[config.mk]
export PLATFORM = sky130hd
export DESIGN_NAME = crt_residue_to_bin
export DESIGN_NICKNAME = d
export VERILOG_FILES = /design/src/rtl/crt_residue_to_bin.sv
export SDC_FILE = /design/constraint.sdc
export NUM_CORES = 1
export LEC_CHECK = 0
export BUFFER_PORTS_ARGS = -buffer_cell sky130_fd_sc_hd__buf_2
export CAP_MARGIN = 10
export CORE_AREA = 3 3 89 91
export DETAILED_ROUTE_END_ITERATION = 12
export DIE_AREA = 0 0 92 94
export GPL_TIMING_DRIVEN = 1
export PLACE_DENSITY = 0.81
export SLEW_MARGIN = 0
export SYNTH_ARGS = -nofsm -noshare
export SYNTH_HDL_FRONTEND = slang
export SYNTH_SLANG_ARGS = --single-unit
[constraint.sdc]
create_clock -name clk -period 6.9 [get_ports clk]
set_input_delay 1.38 -clock clk [delete_from_list [all_inputs] [get_ports clk]]
set_output_delay 1.38 -clock clk [all_outputs]
set_load 0.02 [all_outputs]
[src/rtl/crt_residue_to_bin.sv]
module crt_residue_to_bin #(
  parameter int MOD_A = 10,
  parameter int MOD_B = 9,
  parameter int MOD_C = 7,
  parameter int RW    = 4
) (
  input  logic                                      clk,
  input  logic                                      rst_n,
  input  logic                                      in_valid,
  input  logic [RW-1:0]                             res_a,
  input  logic [RW-1:0]                             res_b,
  input  logic [RW-1:0]                             res_c,
  output logic                                      out_valid,
  output logic                                      out_err,
  output logic [$clog2(MOD_A*MOD_B*MOD_C)-1:0]      out_value
);

  function automatic int inv_mod(input int a, input int m);
    int r;
    r = 0;
    for (int k = 1; k < m; k++)
      if (((a * k) % m) == 1 && r == 0) r = k;
    return r;
  endfunction

  localparam int RANGE   = MOD_A * MOD_B * MOD_C;
  localparam int OW      = $clog2(RANGE);
  localparam int CO_A    = RANGE / MOD_A;
  localparam int CO_B    = RANGE / MOD_B;
  localparam int CO_C    = RANGE / MOD_C;
  localparam int WGT_A   = CO_A * inv_mod(CO_A % MOD_A, MOD_A);
  localparam int WGT_B   = CO_B * inv_mod(CO_B % MOD_B, MOD_B);
  localparam int WGT_C   = CO_C * inv_mod(CO_C % MOD_C, MOD_C);
  localparam int SUM_MAX = (MOD_A - 1) * WGT_A + (MOD_B - 1) * WGT_B + (MOD_C - 1) * WGT_C;
  localparam int SUM_W   = $clog2(SUM_MAX + 1);
  localparam int QB      = $clog2(SUM_MAX / RANGE + 1);

  logic             v1_q, e1_q;
  logic [SUM_W-1:0] sum_q;
  logic [SUM_W-1:0] val_q;
  logic             bad_in;
  logic [SUM_W-1:0] sum_d;
  logic [SUM_W-1:0] rem [QB:0];

  assign bad_in = (32'(res_a) >= MOD_A) || (32'(res_b) >= MOD_B) || (32'(res_c) >= MOD_C);
  assign sum_d  = SUM_W'(res_a) * SUM_W'(WGT_A)
                + SUM_W'(res_b) * SUM_W'(WGT_B)
                + SUM_W'(res_c) * SUM_W'(WGT_C);

  always_ff @(posedge clk) begin
    if (!rst_n) begin
      v1_q  <= 1'b0;
      e1_q  <= 1'b0;
      sum_q <= '0;
    end else begin
      v1_q <= in_valid;
      if (in_valid) begin
        e1_q  <= bad_in;
        sum_q <= sum_d;
      end
    end
  end

  assign rem[QB] = sum_q;
  for (genvar k = QB - 1; k >= 0; k--) begin : g_reduce
    localparam logic [SUM_W-1:0] STEP = SUM_W'(RANGE * (2 ** k));
    assign rem[k] = (rem[k+1] >= STEP) ? rem[k+1] - STEP : rem[k+1];
  end

  always_ff @(posedge clk) begin
    if (!rst_n) begin
      out_valid <= 1'b0;
      out_err   <= 1'b0;
      val_q     <= '0;
    end else begin
      out_valid <= v1_q;
      if (v1_q) begin
        out_err <= e1_q;
        val_q   <= e1_q ? '0 : rem[0];
      end
    end
  end

  assign out_value = val_q[OW-1:0];

  assert_latency_R2: assert property (@(posedge clk) disable iff (!rst_n)
    in_valid |-> ##2 out_valid);
  assert_idle_gap_R3: assert property (@(posedge clk) disable iff (!rst_n)
    !in_valid |-> ##2 !out_valid);
  assert_in_range_R4: assert property (@(posedge clk) disable iff (!rst_n)
    out_valid |-> (val_q < SUM_W'(RANGE)));
  assert_residue_match_R1: assert property (@(posedge clk) disable iff (!rst_n)
    (out_valid && !out_err) |->
      ((32'(out_value) % MOD_A) == 32'($past(res_a, 2)) &&
       (32'(out_value) % MOD_B) == 32'($past(res_b, 2)) &&
       (32'(out_value) % MOD_C) == 32'($past(res_c, 2))));
  assert_bad_residue_R5: assert property (@(posedge clk) disable iff (!rst_n)
    (in_valid && ((32'(res_a) >= MOD_A) || (32'(res_b) >= MOD_B) || (32'(res_c) >= MOD_C)))
      |-> ##2 (out_err && out_value == '0));
  assert_hold_R7: assert property (@(posedge clk) disable iff (!rst_n)
    !out_valid |-> ($stable(out_value) && $stable(out_err)));

endmodule

==> results.ini <==
[outcome]
outcome = finished clean

[timing]
worst_slew_pin_slew_ns = 0.545
clock_skew_ns = 0.0109
fmax_ghz = 0.163
final-hold-violation-count = 0
maxSlewViolCount = 0
slew_headroom_pct = 63.4
rsz0062_at_grt = false
finalCritPeriodShare_pct = 89.2
min_period_ns = 6.15
setup_tns_ns = 0
setup_viol = 0

[cts]
ctsResizeCount = 0
cts_tree = yes
ctsHoldBuffers = 0
clock_sinks = 28
cts_buffers = 3
worstSkewPairLatency_ns = 0.28
ctsHtreeMaxLevel = 1
cts_max_path_buffers = 2
cts_root_buf = clkbuf_8
cts_setup_buffers = 0
path_clk_slew_ns = 0.10

[hold_path]
worst_hold_path_type = register to register

[critical_path]
cpPeakStageDelay_ns = 0.49
worstPathRequired_ns = 7.12
worstPathArrival_ns = 6.37
cp_cell_sequence = buf_2, fa_1, ha_1, ha_1, a21o_1, a21oi_1, xor2_1, fa_1, fa_1, inv_1, fa_1, ha_1, inv_1, o21bai_1, a21oi_1, o21bai_1, a21oi_1, o21bai_1, a21oi_1, xnor2_1, mux2i_1, nor2b_1
r2r_slack_ns = 1.43
start_kind = primary input
crit_fanout = 7
critPathCaptureType = register
path_class = primary input to register
crit_slowest_cell = fa_1

[power_and_ir_drop]
p_int_mw = 1.16
ir_drop_v = 0.000246
p_seq_share_pct = 11.1
p_sw_share_pct = 53.8
power.leakage_nw = 2.17
power.switching_mw = 1.35
p_clk_share_pct = 5.2
powerDensity_nw_per_um2 = 524
p_comb_share_pct = 83.7

[global_routing]
antenna_found_initial = 0
grt_pass1_wl_mm = 17.0
first_global_vias = 3738
track_usage_pct = 23.9
grt_max_degree = 24
overflow = 0

[floorplanning]
core_sq_um = 7210
die_area_sq_um = 8650
ios = 27
die_y_um = 94
start_util_pct = 62.6
fp.dieW_um = 92
rows = 31

[yosys]
syn_avg_cell_area_sq_um = 8.71
synth_fp_nets = 611
yosys_warnings = 0
synth-seq-area-share_pct = 12.4
syn_inst = 518
synth.area.top_cells = ha_1, dfxtp_1, fa_1, xnor2_1, inv_1
yosysTopAreaCellShare_pct = 15.0
netlist_area_sq_um = 4510
synthDistinctLibCells = 82
ys_ff_latch = 28
synthArstFlopShare_pct = 0
synth_edf_count = 0
synth_top_cell_by_area = ha_1
synthFlopType = dfxtp_1

[final_layout]
area_delta_synth_final_pct = 5.74
stdcell_count = 633
layout-drive-gt1-share_pct = 13.9
nets = 628
final_cell_mix = inv_1, ha_1, xnor2_1, nand2_1, dfxtp_1
num_antenna_cells = 0

[place]
place_hpwl_mm = 8.23
dp.cells = 629
io_buffers = 26
routabilityCongestion = 0.992

[drt]
wire_per_inst_um = 15.6
detail-route-antenna-nets = 0
drc = 0
finalWirelength_mm = 9.89
drt-initial-drc-count = 315
drt_pass1_iterations = 5
vias = 3813
vias_per_cell = 6.02

[flow_run]
maxCapViolCount = 0

## path summary, 6_finish.rpt
check	cells past startpoint	from	end
max reg2reg	18	sum_q[4]	val_q[9]
min	2	val_q[1]	val_q[1]
max	22	res_c[2]	sum_q[13]
min reg2reg	2	val_q[1]	val_q[1]
## metrics by stage
step	hold slack [ns]	worst slack, ns	instance area [sq um]	util, %	power, mW
floorplan	0.504	0.954	4510	-	1.99
global placement	0.433	0.670	4700	65.2	2.29
detailed placement	0.442	0.480	4700	65.2	2.35
CTS	0.457	0.762	4770	66.2	2.50
global route	0.484	0.414	4770	66.2	2.75
finish	0.458	0.748	4770	66.2	2.50
## state kept, by name, summed over array words and instances (netlist names)
signal	flops
val_q	10
out_valid	1
v1_q	1
out_err	1
sum_q	14
e1_q	1
## worst max-delay path: cells and delay by family
family / cells / cell delay [ns]
fa+ha+maj: 7 / 2.86
compound gates: 8 / 1.27
xor+xnor: 2 / 0.34
buf+inv: 3 / 0.29
simple gates: 1 / 0.11
mux: 1 / 0.09
## synthesized netlist by cell type (all sizes together) (12+ instances only)
master,n
ha,54
inv,54
xnor2,38
nand2,32
dfxtp,28
o21ai,26
a21oi,24
fa,24
nor2,22
nor2b,20
mux2i,16
nand3,12
nor3,12
## power groups by stage
| stage | clock network (mW) | registers (mW) | logic, mW |
|---|---|---|---|
| after global routing | 0.138 | 0.285 | 2.33 |
| after floorplan | 0 | 0.268 | 1.72 |
| after detailed placement | 0 | 0.280 | 2.07 |
| after CTS | 0.133 | 0.276 | 2.09 |
| final | 0.131 | 0.277 | 2.09 |
| after global placement | 0 | 0.279 | 2.01 |
## layout make-up
cell class | count | area (sq um)
Clock buffer | 3 | 41.3
Tap cell | 99 | 124
Clock inverter | 1 | 30.0
Sequential cell | 28 | 561
Timing Repair Buffer | 26 | 130
Fill cell | 606 | 2440
Multi-Input combinational cell | 422 | 3680
Inverter | 54 | 203
## metal layers
| metal | up-vias | GRT usage, % | share of wire (%) |
|---|---|---|---|
| li1 | 1879 | - | - |
| met1 | 1835 | 29.6 | 43 |
| met2 | 83 | 44.5 | 52 |
| met3 | 16 | 2.16 | 3.1 |
| met4 | 0 | 6.06 | 1.7 |
| met5 | - | 0 | 0 |
## cell families after synthesis
logic type | share of synthesized area, %
buffers and inverters | 5.96
adder cells (fa/ha/maj) | 25.6
flip-flops | 12.4
AO/OA/AOI/OAI | 22.9
AND/OR/NAND/NOR | 19.3
XOR/XNOR | 10.2
multiplexers | 3.55
No activity file was read; power rests on OpenSTA's default activity.
